<file path="config.mk">
export PLATFORM = sky130hd
export DESIGN_NAME = sdo_frame_shifter
export DESIGN_NICKNAME = d
export VERILOG_FILES = /design/src/rtl/sfs_pkg.sv /design/src/rtl/sfs_sync.sv /design/src/rtl/sfs_edge.sv /design/src/rtl/sfs_frame_ctrl.sv /design/src/rtl/sfs_out_sel.sv /design/src/rtl/sdo_frame_shifter.sv
export SDC_FILE = /design/constraint.sdc
export NUM_CORES = 1
export LEC_CHECK = 0
export BUFFER_PORTS_ARGS = -buffer_cell sky130_fd_sc_hd__buf_2
export CORE_ASPECT_RATIO = 0.9
export CORE_MARGIN = 10
export CORE_UTILIZATION = 30
export CTS_CLUSTER_DIAMETER = 120
export DETAILED_ROUTE_END_ITERATION = 7
export PLACE_DENSITY = 0.56
export SKIP_LAST_GASP = 1
export SYNTH_ARGS = -nofsm -noshare
export SYNTH_HDL_FRONTEND = slang
export SYNTH_SLANG_ARGS = --single-unit
</file>
<file path="constraint.sdc">
create_clock -name clk_i -period 1.9 [get_ports clk_i]
set_input_delay 0.095 -clock clk_i [delete_from_list [all_inputs] [get_ports clk_i]]
set_output_delay 0.095 -clock clk_i [all_outputs]
set_load 0.01 [all_outputs]
</file>
<file path="src/rtl/sfs_pkg.sv">
package sfs_pkg;
  localparam int FRAME_LEN  = 16;
  localparam int RES_W      = 12;
  localparam int LEAD_ZEROS = FRAME_LEN - RES_W;
  localparam int POS_W      = $clog2(FRAME_LEN);
  localparam int SYNC_STG   = 2;

  typedef enum logic [1:0] {
    ST_ARMED = 2'd0,
    ST_SHIFT = 2'd1,
    ST_DONE  = 2'd2
  } frame_st_e;
endpackage

</file>
<file path="src/rtl/sfs_sync.sv">
module sfs_sync #(
  parameter int W      = 2,
  parameter int STAGES = 2
) (
  input  logic         clk_i,
  input  logic         rst_ni,
  input  logic [W-1:0] d_i,
  output logic [W-1:0] q_o
);
  logic [STAGES-1:0][W-1:0] stg_q;

  for (genvar s = 0; s < STAGES; s++) begin : g_stg
    if (s == 0) begin : g_first
      always_ff @(posedge clk_i or negedge rst_ni) begin
        if (!rst_ni) stg_q[0] <= '0;
        else         stg_q[0] <= d_i;
      end
    end else begin : g_next
      always_ff @(posedge clk_i or negedge rst_ni) begin
        if (!rst_ni) stg_q[s] <= '0;
        else         stg_q[s] <= stg_q[s-1];
      end
    end
  end

  assign q_o = stg_q[STAGES-1];
endmodule

</file>
<file path="src/rtl/sfs_edge.sv">
module sfs_edge #(
  parameter int W = 2
) (
  input  logic         clk_i,
  input  logic         rst_ni,
  input  logic [W-1:0] lvl_i,
  output logic [W-1:0] rise_o,
  output logic [W-1:0] fall_o
);
  logic [W-1:0] prev_q;

  always_ff @(posedge clk_i or negedge rst_ni) begin
    if (!rst_ni) prev_q <= '0;
    else         prev_q <= lvl_i;
  end

  assign rise_o = lvl_i & ~prev_q;
  assign fall_o = ~lvl_i & prev_q;
endmodule

</file>
<file path="src/rtl/sfs_frame_ctrl.sv">
module sfs_frame_ctrl
  import sfs_pkg::*;
(
  input  logic             clk_i,
  input  logic             rst_ni,
  input  logic             sclk_lvl_i,
  input  logic             sclk_rise_i,
  input  logic             sclk_fall_i,
  input  logic             cnv_lvl_i,
  input  logic             cnv_fall_i,
  input  logic             load_i,
  output frame_st_e        state_o,
  output logic [POS_W-1:0] pos_o,
  output logic             persist_o,
  output logic             desync_o,
  output logic             cnv_ok_o,
  output logic             load_en_o
);
  localparam logic [POS_W-1:0] LAST_POS = POS_W'(FRAME_LEN - 1);

  frame_st_e        st_q, st_d;
  logic [POS_W-1:0] pos_q, pos_d;
  logic             persist_q, persist_d;
  logic             desync_q;

  // resync only when the serial clock is low at the start edge
  assign cnv_ok_o  = cnv_fall_i & ~sclk_lvl_i;
  assign load_en_o = load_i & ~cnv_lvl_i & (st_q == ST_ARMED);

  always_comb begin
    st_d      = st_q;
    pos_d     = pos_q;
    persist_d = persist_q;
    if (cnv_ok_o) begin
      st_d      = ST_ARMED;
      pos_d     = '0;
      persist_d = 1'b0;
    end else begin
      unique case (st_q)
        ST_ARMED: if (sclk_rise_i) begin
          st_d  = ST_SHIFT;
          pos_d = '0;
        end
        ST_SHIFT: if (sclk_fall_i) begin
          if (pos_q == LAST_POS) st_d = ST_DONE;
          else                   pos_d = pos_q + 1'b1;
        end
        ST_DONE: if (sclk_rise_i) begin
          st_d      = ST_SHIFT;
          pos_d     = '0;
          persist_d = 1'b1;
        end
        default: st_d = ST_ARMED;
      endcase
    end
  end

  always_ff @(posedge clk_i or negedge rst_ni) begin
    if (!rst_ni) begin
      st_q      <= ST_ARMED;
      pos_q     <= '0;
      persist_q <= 1'b0;
      desync_q  <= 1'b0;
    end else begin
      st_q      <= st_d;
      pos_q     <= pos_d;
      persist_q <= persist_d;
      if (cnv_fall_i && sclk_lvl_i) desync_q <= 1'b1;
    end
  end

  assign state_o   = st_q;
  assign pos_o     = pos_q;
  assign persist_o = persist_q;
  assign desync_o  = desync_q;
endmodule

</file>
<file path="src/rtl/sfs_out_sel.sv">
module sfs_out_sel
  import sfs_pkg::*;
(
  input  logic             clk_i,
  input  logic             rst_ni,
  input  logic             load_en_i,
  input  logic [RES_W-1:0] result_i,
  input  frame_st_e        state_i,
  input  logic [POS_W-1:0] pos_i,
  input  logic             persist_i,
  output logic             sdo_o,
  output logic             sdo_oe_o
);
  logic [RES_W-1:0]     res_q;
  logic [FRAME_LEN-1:0] frame_vec;
  logic                 bit_sel;
  logic                 oe;

  always_ff @(posedge clk_i or negedge rst_ni) begin
    if (!rst_ni)        res_q <= '0;
    else if (load_en_i) res_q <= result_i;
  end

  assign frame_vec = {{LEAD_ZEROS{1'b0}}, res_q};

  always_comb begin
    bit_sel = 1'b0;
    oe      = 1'b0;
    unique case (state_i)
      ST_SHIFT: begin
        oe      = 1'b1;
        bit_sel = frame_vec[POS_W'(FRAME_LEN - 1) - pos_i];
      end
      ST_DONE: begin
        oe      = persist_i;
        bit_sel = res_q[0];
      end
      default: ;
    endcase
  end

  assign sdo_oe_o = oe;
  assign sdo_o    = oe & bit_sel;
endmodule

</file>
<file path="src/rtl/sdo_frame_shifter.sv">
module sdo_frame_shifter
  import sfs_pkg::*;
(
  input  logic             clk_i,
  input  logic             rst_ni,
  input  logic             sclk_i,
  input  logic             cnv_n_i,
  input  logic             load_i,
  input  logic [RES_W-1:0] result_i,
  output logic             sdo_o,
  output logic             sdo_oe_o,
  output logic             desync_o
);
  logic [1:0]       raw_lvl, sync_lvl, lvl_rise, lvl_fall;
  logic             sclk_rise, sclk_fall, cnv_fall, cnv_ok, load_en, persist;
  frame_st_e        state;
  logic [POS_W-1:0] pos;

  assign raw_lvl = {cnv_n_i, sclk_i};

  sfs_sync #(.W(2), .STAGES(SYNC_STG)) u_sync (
    .clk_i(clk_i), .rst_ni(rst_ni), .d_i(raw_lvl), .q_o(sync_lvl)
  );

  sfs_edge #(.W(2)) u_edge (
    .clk_i(clk_i), .rst_ni(rst_ni), .lvl_i(sync_lvl),
    .rise_o(lvl_rise), .fall_o(lvl_fall)
  );

  assign sclk_rise = lvl_rise[0];
  assign sclk_fall = lvl_fall[0];
  assign cnv_fall  = lvl_fall[1];

  sfs_frame_ctrl u_ctrl (
    .clk_i(clk_i), .rst_ni(rst_ni),
    .sclk_lvl_i(sync_lvl[0]), .sclk_rise_i(sclk_rise), .sclk_fall_i(sclk_fall),
    .cnv_lvl_i(sync_lvl[1]), .cnv_fall_i(cnv_fall), .load_i(load_i),
    .state_o(state), .pos_o(pos), .persist_o(persist), .desync_o(desync_o),
    .cnv_ok_o(cnv_ok), .load_en_o(load_en)
  );

  sfs_out_sel u_out (
    .clk_i(clk_i), .rst_ni(rst_ni), .load_en_i(load_en), .result_i(result_i),
    .state_i(state), .pos_i(pos), .persist_i(persist),
    .sdo_o(sdo_o), .sdo_oe_o(sdo_oe_o)
  );
endmodule

</file>
# Yosys cells after proc, flatten, opt, wreduce, memory -nomap -nowiden
# Cells that the tools add are included.
dict set report op_classes {
  addsub 2
  magnitude_cmp 1
  n_eq_ne 7
  n_mux 17
  n_bitwise 10
  reduce_logical 9
}
# operator n
set ops {}
lappend ops {{$mux W4} 4}
lappend ops {{$mux W2} 4}
lappend ops {{$pmux W4 S2} 1}
lappend ops {{$ne A3 B3 Y1 const B} 2}
lappend ops {{$and A1 B1 Y1} 5}
lappend ops {{$lt A4 B5 Y1 const B} 1}
lappend ops {{$add A4 B1 Y4 const B} 1}
lappend ops {{$bmux W1 S4} 1}
lappend ops {{$eq A4 B4 Y1 const B} 1}
lappend ops {{$mux W1} 4}
lappend ops {{$pmux W1 S2} 2}
lappend ops {{$pmux W2 S2} 1}
lappend ops {{$reduce_and A4 Y1} 1}
lappend ops {{$reduce_bool A2 Y1} 2}
lappend ops {{$sub A4 B4 Y4 const A} 1}
lappend ops {{$ne A3 B1 Y1 const B} 1}
lappend ops {{$ne A3 B2 Y1 const B} 1}
lappend ops {{$not A1 Y1} 3}
lappend ops {{$reduce_and A3 Y1} 1}
lappend ops {{$reduce_bool A3 Y1} 1}
lappend ops {{$and A2 B2 Y2} 1}
lappend ops {{$eq A2 B1 Y1 const B} 1}
lappend ops {{$eq A2 B2 Y1 const B} 1}
lappend ops {{$logic_not A2 Y1} 1}
lappend ops {{other kinds (4)} 4}
dict set report word_totals {
  reg_bits 26
  in_bits 17
  output_inout_bits 3
  wordCells 54
}

# Depth between registers and ports, before layout
# Gate-level depths: netlist of the first run.
dict set report depth {
  ltp_word 5
  mapped_depth 6
  mapped_depth_nobuf 6
}

# By module
# Synthesis of the first run repeated with hierarchy kept, for this count alone.
dict set report hier_totals {
  hier_cells 92
  area_unflattened_um2 1224.9
}
# mod n_inst cells_each area_per_inst_um2
set by_module_without_submodules {}
lappend by_module_without_submodules {sfs_out_sel 1 42 611.8}
lappend by_module_without_submodules {sfs_frame_ctrl 1 38 412.9}
lappend by_module_without_submodules {sfs_sync 1 6 115.1}
lappend by_module_without_submodules {sfs_edge 1 6 85.1}

# Least setup slack after synthesis of the first run
# OpenSTA, ideal clock, no wires.
dict set report synth_timing {
  path_kind {flip-flop to flip-flop}
  startpoint {register u_ctrl.st_q[0] (netlist: u_ctrl.state_o[0])}
  endpoint {register u_ctrl.pos_q[0] (netlist: u_ctrl.pos_o[0])}
  arrival_time_ps 1869
  required_time_ps 1772
  path_slack_ps -97
  path_stages_with_launch 7
  n_path_buf 0
  synth_period_minus_slack_ps 1997
  path_cell_list {dfrtp_1 -> inv_1 -> ha_1 -> or4b_4 -> and2_4 -> a21oi_4 -> mux2_1}
}
dict set report synth_via {
  elab_chain_cells 4
  word_cells_on_any_way 11
}
# item line_no
set synth_lines {}
lappend synth_lines {{start, declared} sfs_frame_ctrl.sv:21} ;# frame_st_e st_q, st_d;
lappend synth_lines {{start signal, assigned} sfs_frame_ctrl.sv:65} ;# st_q <= st_d;
lappend synth_lines {{$eq A2 B2 Y1 or $logic_not A2 Y1 (tied branches)} sfs_frame_ctrl.sv:39} ;# unique case (st_q)
lappend synth_lines {{$reduce_or A2 Y1 (no source line)} -}
lappend synth_lines {{$ne A3 B1 Y1 (no source line), or another cell as far along} -}
lappend synth_lines {{$reduce_and A4 Y1 (no source line) or $mux W4 (tied branches)} -}
lappend synth_lines {{end signal, assigned} sfs_frame_ctrl.sv:66} ;# pos_q <= pos_d;
lappend synth_lines {{end, declared} sfs_frame_ctrl.sv:22} ;# logic [POS_W-1:0] pos_q, pos_d;
# Parallel ways exist; a longest one is shown, timed or not.
# A chain may end at the register's enable or synchronous reset.

# Worst setup path after layout of the first run
dict set report layout_timing {
  startpoint {register u_ctrl.st_q[1] (netlist: u_ctrl.state_o[1])}
  endpoint {register u_ctrl.pos_q[0] (netlist: u_ctrl.pos_o[0])}
}
# The elaborated chain is that of the path after synthesis.

==> results of run 1 <==
==> power by group <==
group | internal (mW) | switching (mW)
clock network | 0.282 | 0.178
registers | 0.697 | 0.0953
logic | 0.432 | 0.310
==> state kept, by name (all words and copies together) (netlist names) <==
name,flops
u_sync.stg_q,2
u_out.res_q,12
u_sync.q_o,2
u_ctrl.desync_o,1
u_ctrl.pos_o,4
u_edge.prev_q,2
u_ctrl.persist_o,1
u_ctrl.state_o,2
==> layout by cell type (no fill, tap or decap), drive strengths merged <==
cell type    Yosys  layout
clkbuf           1       3
and4b            1       1
a2111oi          1       1
a211oi           1       1
ha               5       5
nor2b            2       2
a31oi            2       2
mux4             2       2
nand2            5       5
a21oi            6       6
or4b             1       1
nor2             7       7
dlygate4sd3      0       3
o21bai           1       1
inv              6       6
a31o             1       1
mux2i            4       4
nand4            1       1
mux2            13      13
nand3            4       4
a21boi           1       1
nor3             3       3
buf              2      30
or2              1       1
o211ai           2       2
or3b             1       1
and2             1       1
o21ai            1       1
nor3b            1       1
bufinv           0       1
and3             2       2
dfrtp           26      26
==> logic make-up after synthesis <==
family / after synthesis / synth area share
adder cells (fa/ha/maj): 5 / 0.0487
multiplexers: 19 / 0.180
AND/OR/NAND/NOR: 30 / 0.134
flip-flops: 26 / 0.507
AO/OA/AOI/OAI: 16 / 0.103
buffers and inverters: 9 / 0.0273
==> through the flow <==
stage                     instances  power, mW  setup WS, ps   util
final                           187       1.99          6.81  0.403
after global placement          177       1.45          53.9  0.365
after CTS                       187       1.99          13.5  0.399
after floorplan                 105       1.27          2.92      -
after global routing            187       2.13         -54.7  0.403
after detailed placement        177       1.48          3.94  0.365
==> worst max-delay path, stage by stage, from the launching register on <==
cell,delay [ps]
dfrtp_1,390
inv_2,70
ha_4,160
or4b_4,530
and2_4,170
a21oi_4,150
mux2_4,310
==> final cells by class <==
class	instances	area [um^2]	share of cell area
clock buffers	3	41.3	0.0250
clock inverters	1	30.0	0.0182
inverters	6	22.5	0.0136
multi-input cells	70	623	0.377
flip-flops and latches	26	652	0.394
well taps	48	60.1	0.0363
repair buffers	33	224	0.136
==> what timing repair did <==
item,CTS,global route
pin swaps,0,1
resized for setup,4,3
setup buffers,3,0
setup endpoints to repair,2,4
hold buffers,3,0
hold endpoints to repair,28,0
==> final timing paths <==
| path | startpoint | to | cells after the start | slack [ps] |
|---|---|---|---|---|
| hold reg to reg | u_sync.stg_q[1] | u_sync.q_o[1] | 0 | 360 |
| setup reg to reg | u_ctrl.state_o[1] | u_ctrl.pos_o[0] | 6 | 7 |
| max in group asynchronous | rst_ni | u_ctrl.pos_o[0] | 2 | 1130 |
| min in group asynchronous | rst_ni | u_edge.prev_q[1] | 2 | 360 |
| hold / removal | result_i[1] | u_out.res_q[1] | 2 | 50 |
| setup / recovery | u_ctrl.state_o[1] | u_ctrl.pos_o[0] | 6 | 7 |
==> per-layer routing <==
layer  share of wire  up-vias  track usage
li1                -      443            -
met4           0.020        0       0.0381
met5               0        -            0
met2            0.51       12        0.145
met1            0.44      435       0.0923
met3           0.032        5       0.0198
==> results_dict.tcl, run 1 <==
set metrics [dict create \
    slew_headroom 0.614 \
    grtUsageTotal 0.0824 \
    cts_buffer_depth 2 \
    power_density_nw_per_um2 1210 \
    ant_nets 0 \
    synth_area_leaders "dfrtp_1, mux2_2, ha_1" \
    syn-num-nets 127 \
    drt_iter0_drc 48 \
    crit_type "reg -> reg" \
    drive_gt1_frac 0.460 \
    ios 20 \
    crit_required_ps 2060 \
    maxSlewViolCount 0 \
    syn-instance-count 105 \
    cts_tree "yes" \
    synth.yosys.seq_area_share 0.507 \
    synth.most_common_cell "dfrtp_1" \
    end_kind "flip-flop" \
    clk_latency_ps 280 \
    numCtsBuffers 3 \
    num_vias 895 \
    ys.warnings.count 0 \
    via_per_inst 4.79 \
    numPortBuffers 19 \
    grt_pass1_vias 1004 \
    cts_sinks 26 \
    ys_ff_latch 26 \
    dr.pass1.iters 4 \
    finalNetCount 162 \
    start_util 0.313 \
    fillerInstances 379 \
    fin_skew_ps 5.77 \
    syn_avg_cell_area_um2 12.2 \
    grt_start_max_net_pins 27 \
    netlist-cell-type-count 33 \
    synth_largest_area_cell "dfrtp_1" \
    grt_overflow_total 0 \
    synthTopCellsByCount "dfrtp_1, mux2_2, nor2_1" \
    wl_um 2700 \
    period_needed_ps 1890 \
    wl_per_cell_um 14.4 \
    design_area_um2 1650 \
    antenna_found_initial 0 \
    grt_pass1_wl_um 4710 \
    tns_ps 0 \
    clk_pin_slew_worst_paths_ps 90 \
    async_reset_ff_frac 1.00 \
    ir_drop_mv 0.562 \
    cp_max_fo 3 \
    antenna-diode-count 0 \
    crit_path_start_kind "flip-flop" \
    hold_path.class "in -> reg" \
    drc 0 \
    whs_ps 46.8 \
    synth_edf_count 0 \
    rsz0062_at_grt "yes" \
    hold_violations 0 \
    setup_viol_count_final 0 \
    max_cap_violations 0 \
    synthFlopType "dfrtp_1" \
    max_freq_mhz 528 \
    globalplace.congestion 0.871 \
    dieWidth_um 89.0 \
    fin_crit_sh 0.996 \
    core_area_um2 4100 \
    die_h_um 82.1 \
    arrival_ps 2060 \
    placed_area_um2 1500 \
    dpl.hpwl_um 2060 \
    cts-root-buf "clkbuf_8" \
    die-area_um2 7300 \
    synthToLayoutAreaGrowth_pct 28.8 \
    rows 22 \
    worstMarginPinSlew_ps 578 \
    status "completed" \
    htree_levels 1 \
    syn_area_um2 1280 \
    synth_top_area_frac 0.507 \
    power_leakage_nw 0.726 \
]
Power figures use the tool's default switching activity.
==> run 2: changes to the inputs <==
--- a/config.mk
+++ b/config.mk
@@ -5,6 +5,7 @@
 export SDC_FILE = /design/constraint.sdc
 export NUM_CORES = 1
 export LEC_CHECK = 0
+export ABC_AREA = 1
 export BUFFER_PORTS_ARGS = -buffer_cell sky130_fd_sc_hd__buf_2
 export CORE_ASPECT_RATIO = 0.9
 export CORE_MARGIN = 10
==> results_dict.tcl, run 2 <==
set metrics [dict create \
    hold_depth 3 \
    drc 0 \
    max_freq_mhz 598 \
    period_needed_ps 1670 \
    grt_pass1_wl_um 4600 \
    cp_max_fo 10 \
    final_cell_mix "nand2_1, inv_1, dfrtp_1, buf_2, nor2_1" \
    cts_sinks 26 \
    finalNetCount 207 \
    clk_latency_ps 260 \
    fin_util 0.368 \
    wl_met1_um 1270 \
    clk_pin_slew_worst_paths_ps 80 \
    synthTopCellsByCount "nand2_1, dfrtp_1, inv_1" \
    power_leakage_nw 0.787 \
    dieWidth_um 89.4 \
    dr.pass1.iters 4 \
    synth_area_leaders "dfrtp_1, nand2_1, inv_1" \
    die_h_um 82.5 \
    wl_met2_um 1110 \
    start_util 0.315 \
    numPortBuffers 19 \
    wl_per_cell_um 10.9 \
    maxSlewViolCount 0 \
    synthFlopType "dfrtp_1" \
    synth_largest_area_cell "dfrtp_1" \
    r2r_end "u_ctrl.state_o[1]" \
    tns_ps 0 \
    syn-instance-count 160 \
    crit_required_ps 1800 \
    synth.yosys.seq_area_share 0.500 \
    grt_start_max_net_pins 27 \
    ios 20 \
    ir_drop_mv 0.450 \
    async_reset_ff_frac 1.00 \
    grt_pass1_vias 1060 \
    num_vias 1020 \
    syn_avg_cell_area_um2 8.12 \
    core_area_um2 4130 \
    crit_path_start_kind "flip-flop" \
    die-area_um2 7370 \
    globalplace.congestion 0.791 \
    syn_area_um2 1300 \
    regMostFlops "u_out.res_q" \
    max_cap_violations 0 \
    endpoint "sdo_o" \
    htree_levels 1 \
    synth.most_common_cell "nand2_1" \
    cts_tree "yes" \
    hold_violations 0 \
    ys_ff_latch 26 \
    reg2reg_from "u_ctrl.state_o[0]" \
    dpl.hpwl_um 1890 \
    setup_ws_ps 228 \
    cts_setup_buffers 0 \
    rsz0062_at_grt "no" \
    drt_iter0_drc 67 \
    instances_no_fill 231 \
    crit_type "reg -> out" \
    cts_buffer_depth 2 \
    via_per_inst 4.42 \
    wl_um 2520 \
    dr_wl_met3_um 104 \
    slew_headroom 0.613 \
    antenna-diode-count 0 \
    grt_overflow_total 0 \
    power_density_nw_per_um2 1220 \
    synth_edf_count 0 \
    final_common_cell "nand2_1" \
    fin_skew_ps 2.39 \
    rr_worst_depth 9 \
    setup_viol_count_final 0 \
    dp_slack_ps 312 \
    arrival_ps 1580 \
    syn-num-nets 182 \
    end_kind "output port" \
    worstSetupStartpoint "u_ctrl.pos_o[0]" \
    drive_gt1_frac 0.186 \
    hold_path.class "in -> reg" \
    ys.warnings.count 0 \
    synth_top_area_frac 0.500 \
    r2r_slack_ps 310 \
    antenna_found_initial 0 \
    ant_nets 0 \
    status "completed" \
    largest_register_ff_count 12 \
    netlist-cell-type-count 21 \
    cts-root-buf "clkbuf_8" \
    synthToLayoutAreaGrowth_pct 16.7 \
    numCtsBuffers 3 \
    fin_crit_sh 0.880 \
    dp.cells 225 \
    grtUsageTotal 0.0783 \
    rows 22 \
    top_layer_used "met4" \
    worstMarginPinSlew_ps 580 \
]
-- run 2: worst min-delay path by stage --
stage | start | end | slack (ps)
after CTS | result_i[7] | u_out.res_q[7] | 70
after floorplan | rst_ni | u_ctrl.desync_o | -200
after global placement | rst_ni | u_sync.stg_q[0] | 130
after global routing | result_i[1] | u_out.res_q[1] | 80
after detailed placement | rst_ni | u_sync.stg_q[0] | 130
final | result_i[7] | u_out.res_q[7] | 70
-- run 2: through the flow --
step	power (mW)	cell area, um^2	hold slack, ps
after floorplan	1.40	1300	-201
after global placement	1.55	1450	129
after detailed placement	1.56	1450	127
after CTS	1.88	1520	65.7
after global routing	2.05	1520	80.8
final	1.85	1520	70.2
-- run 2: per-layer routing --
metal | vias up | track usage
met3 | 2 | 0.0196
met1 | 463 | 0.0972
met5 | - | 0
met4 | 0 | 0.0413
met2 | 17 | 0.123
li1 | 538 | -
-- run 2: timing repair --
item,in CTS,in global routing
hold buffers,3,0
resized for setup,0,1
endpoints found under the hold margin,28,0
endpoints found under the setup margin,0,1
-- run 2: layout make-up --
class	instances	area, um^2
fill	444	2610
sequential	26	652
multi-input combinational	105	534
timing repair buffer	23	133
inverter	26	97.6
tap	48	60.1
clock buffer	3	41.3
-- run 2: logic make-up (layout without fill, tap and decap cells) --
kind of cell	Yosys count	after routing	synth area share
AOI/OAI and AO/OA	24	24	0.0982
and+or+nand+nor	76	76	0.265
buffers and inverters	29	52	0.0885
DFF	26	26	0.500
adders and majority gates	5	5	0.0481
-- run 2: worst max-delay path, stage by stage (launching register included) --
cell and delay, ps:
dfrtp_2 480, inv_1 160, nand2_1 90, nand3_1 60, nand2_1 70, nand2_1 50
nand3_1 80, nand2_1 60, a21oi_1 120, buf_2 140
-- run 2: power breakdown --
| group | internal (mW) | total, mW | switching [mW] |
|---|---|---|---|
| Sequential | 0.725 | 0.824 | 0.0989 |
| Clock | 0.142 | 0.300 | 0.158 |
| Combinational | 0.283 | 0.727 | 0.444 |
==> run 3: changes to the inputs <==
--- a/config.mk
+++ b/config.mk
@@ -10,9 +10,11 @@
 export CORE_ASPECT_RATIO = 0.9
 export CORE_MARGIN = 10
 export CORE_UTILIZATION = 30
+export CTS_BUF_LIST = sky130_fd_sc_hd__clkbuf_8 sky130_fd_sc_hd__clkbuf_16
 export CTS_CLUSTER_DIAMETER = 120
 export DETAILED_ROUTE_END_ITERATION = 7
-export PLACE_DENSITY = 0.56
+export PLACE_DENSITY = 0.55
+export RECOVER_POWER = 25
 export SKIP_LAST_GASP = 1
 export SYNTH_ARGS = -nofsm -noshare
 export SYNTH_HDL_FRONTEND = slang
==> constraint.sdc (replaced) <==
create_clock -name clk_i -period 1.92 [get_ports clk_i]
set_input_delay 0.096 -clock clk_i [delete_from_list [all_inputs] [get_ports clk_i]]
set_output_delay 0.096 -clock clk_i [all_outputs]
set_load 0.01 [all_outputs]
==> results_dict.tcl, run 3 (same netlist as run 2, synthesis figures left out) <==
set metrics [dict create \
    dp_slack_ps 372 \
    arrival_ps 1520 \
    seqPwrFrac 0.423 \
    cts_sinks 26 \
    start_util 0.315 \
    cts_setup_buffers 0 \
    numCtsBuffers 3 \
    hp-start "result_i[11]" \
    tns_ps 0 \
    wl_um 2420 \
    fin_crit_sh 0.843 \
    largest_register_ff_count 12 \
    cts-resized-gates 0 \
    globalplace.congestion 0.783 \
    crit_path_top_delay_cell "dfrtp_1" \
    synthToLayoutAreaGrowth_pct 18.2 \
    grtUsageTotal 0.0719 \
    core_area_um2 4130 \
    cts_tree "yes" \
    cts_buffer_depth 2 \
    setup_ws_ps 301 \
    critPathMostFrequentCell "nand2_1" \
    worstPathCellList "buf_4 -> nand2_1 -> nand3_1 -> nand2_1 -> nand2_1 -> nand3_1 -> nand2_1 -> a21oi_1 -> buf_2" \
    rsz0062_at_grt "no" \
    numPortBuffers 19 \
    hold_buffers 3 \
    hold_path.class "in -> reg" \
    cpPeakStageDelay_ps 420 \
    rows 22 \
    r2r_slack_ps 370 \
    dr.pass1.iters 5 \
    grt_start_max_net_pins 27 \
    switching_power_uw 698 \
    num_vias 1001 \
    die_h_um 82.5 \
    crit_path_start_kind "flip-flop" \
    design_area_um2 1540 \
    power_density_nw_per_um2 1230 \
    ios 20 \
    crit_required_ps 1820 \
    dpl.hpwl_um 1890 \
    htree_levels 1 \
    wl_per_cell_um 10.4 \
    worstSetupStartpoint "u_ctrl.pos_o[0]" \
    pwr-share-clk 0.184 \
    clk_latency_ps 260 \
    ant_nets 0 \
    period_needed_ps 1620 \
    regMostFlops "u_out.res_q" \
    finalNetCount 208 \
    drt_iter0_drc 45 \
    drc 0 \
    cts-root-buf "clkbuf_8" \
    final_common_cell "nand2_1" \
    status "completed" \
    die-area_um2 7370 \
    antenna_found_initial 0 \
    fin_skew_ps 2.57 \
    placed_area_um2 1450 \
    max_cap_violations 0 \
    grt_pass1_vias 1022 \
    internal-power_mw 1.19 \
    via_per_inst 4.30 \
    slew_headroom 0.0902 \
    power_leakage_nw 0.798 \
    setup_viol_count_final 0 \
    switching_share 0.370 \
    maxSlewViolCount 0 \
    clk_pin_slew_worst_paths_ps 90 \
    ir_drop_mv 0.537 \
    hold_violations 0 \
    power_frac_comb 0.393 \
    drive_gt1_frac 0.184 \
    crit_type "reg -> out" \
    grt_pass1_wl_um 4320 \
    reg2reg_from "u_ctrl.state_o[0]" \
    antenna-diode-count 0 \
    end_kind "output port" \
    grt_overflow_total 0 \
    cp_max_fo 7 \
    dieWidth_um 89.4 \
    max_freq_mhz 618 \
    final_cell_mix "nand2_1, dfrtp_1, inv_1, buf_2, nor2_1" \
    worstMarginPinSlew_ps 1360 \
]
-- run 3: cell count changes in the layout (fill, tap and decap cells not counted), sizes merged --
cell | previous run | this run
clkbuf | 3 | 5
-- run 3: power by group through the flow --
| stage | logic [mW] | clock network (mW) | registers, mW |
|---|---|---|---|
| detailed placement | 0.745 | 0 | 0.811 |
| finish | 0.742 | 0.346 | 0.799 |
| global placement | 0.744 | 0 | 0.809 |
| global route | 0.878 | 0.387 | 0.820 |
| floorplan | 0.597 | 0 | 0.786 |
| CTS | 0.755 | 0.361 | 0.801 |
-- run 3: path summary, 6_finish.rpt --
| path | end | depth (start not counted) |
|---|---|---|
| worst max-delay path | sdo_o | 9 |
| worst min-delay path | u_out.res_q[11] | 3 |
| worst max register to register | u_ctrl.pos_o[0] | 9 |
| worst min register to register | u_sync.q_o[0] | 0 |
| max in group asynchronous | u_out.res_q[8] | 2 |
| min in group asynchronous | u_sync.q_o[0] | 2 |
-- run 3: cell type report --
cell class | instances | area, um^2
well taps | 48 | 60.1
inverters | 26 | 97.6
fillers | 433 | 2590
repair buffers | 24 | 139
multi-input cells | 105 | 534
clock buffers | 4 | 55.1
flip-flops and latches | 26 | 651
-- run 3: through the flow --
stage               power, mW  hold WS [ps]  cells  utilization
finish                   1.89          71.2    233        0.372
global route             2.08          70.2    233        0.372
CTS                      1.92          63.9    233        0.372
detailed placement       1.56           129    226        0.352
global placement         1.55           133    226        0.352
floorplan                1.38          -200    160            -
-- run 3: critical path, delay by kind of cell (launching register included) --
kind | cells | cell delay, ps
and+or+nand+nor | 6 | 410
buffers and inverters | 2 | 310
AOI/OAI and AO/OA | 1 | 110
DFF | 1 | 420
-- run 3: routing by layer --
metal,share of wire,vias up,global-route usage
met4,0.0041,0,0.0238
met5,0,-,0
met1,0.51,442,0.0899
met2,0.46,15,0.120
met3,0.023,2,0.0157
li1,-,542,-
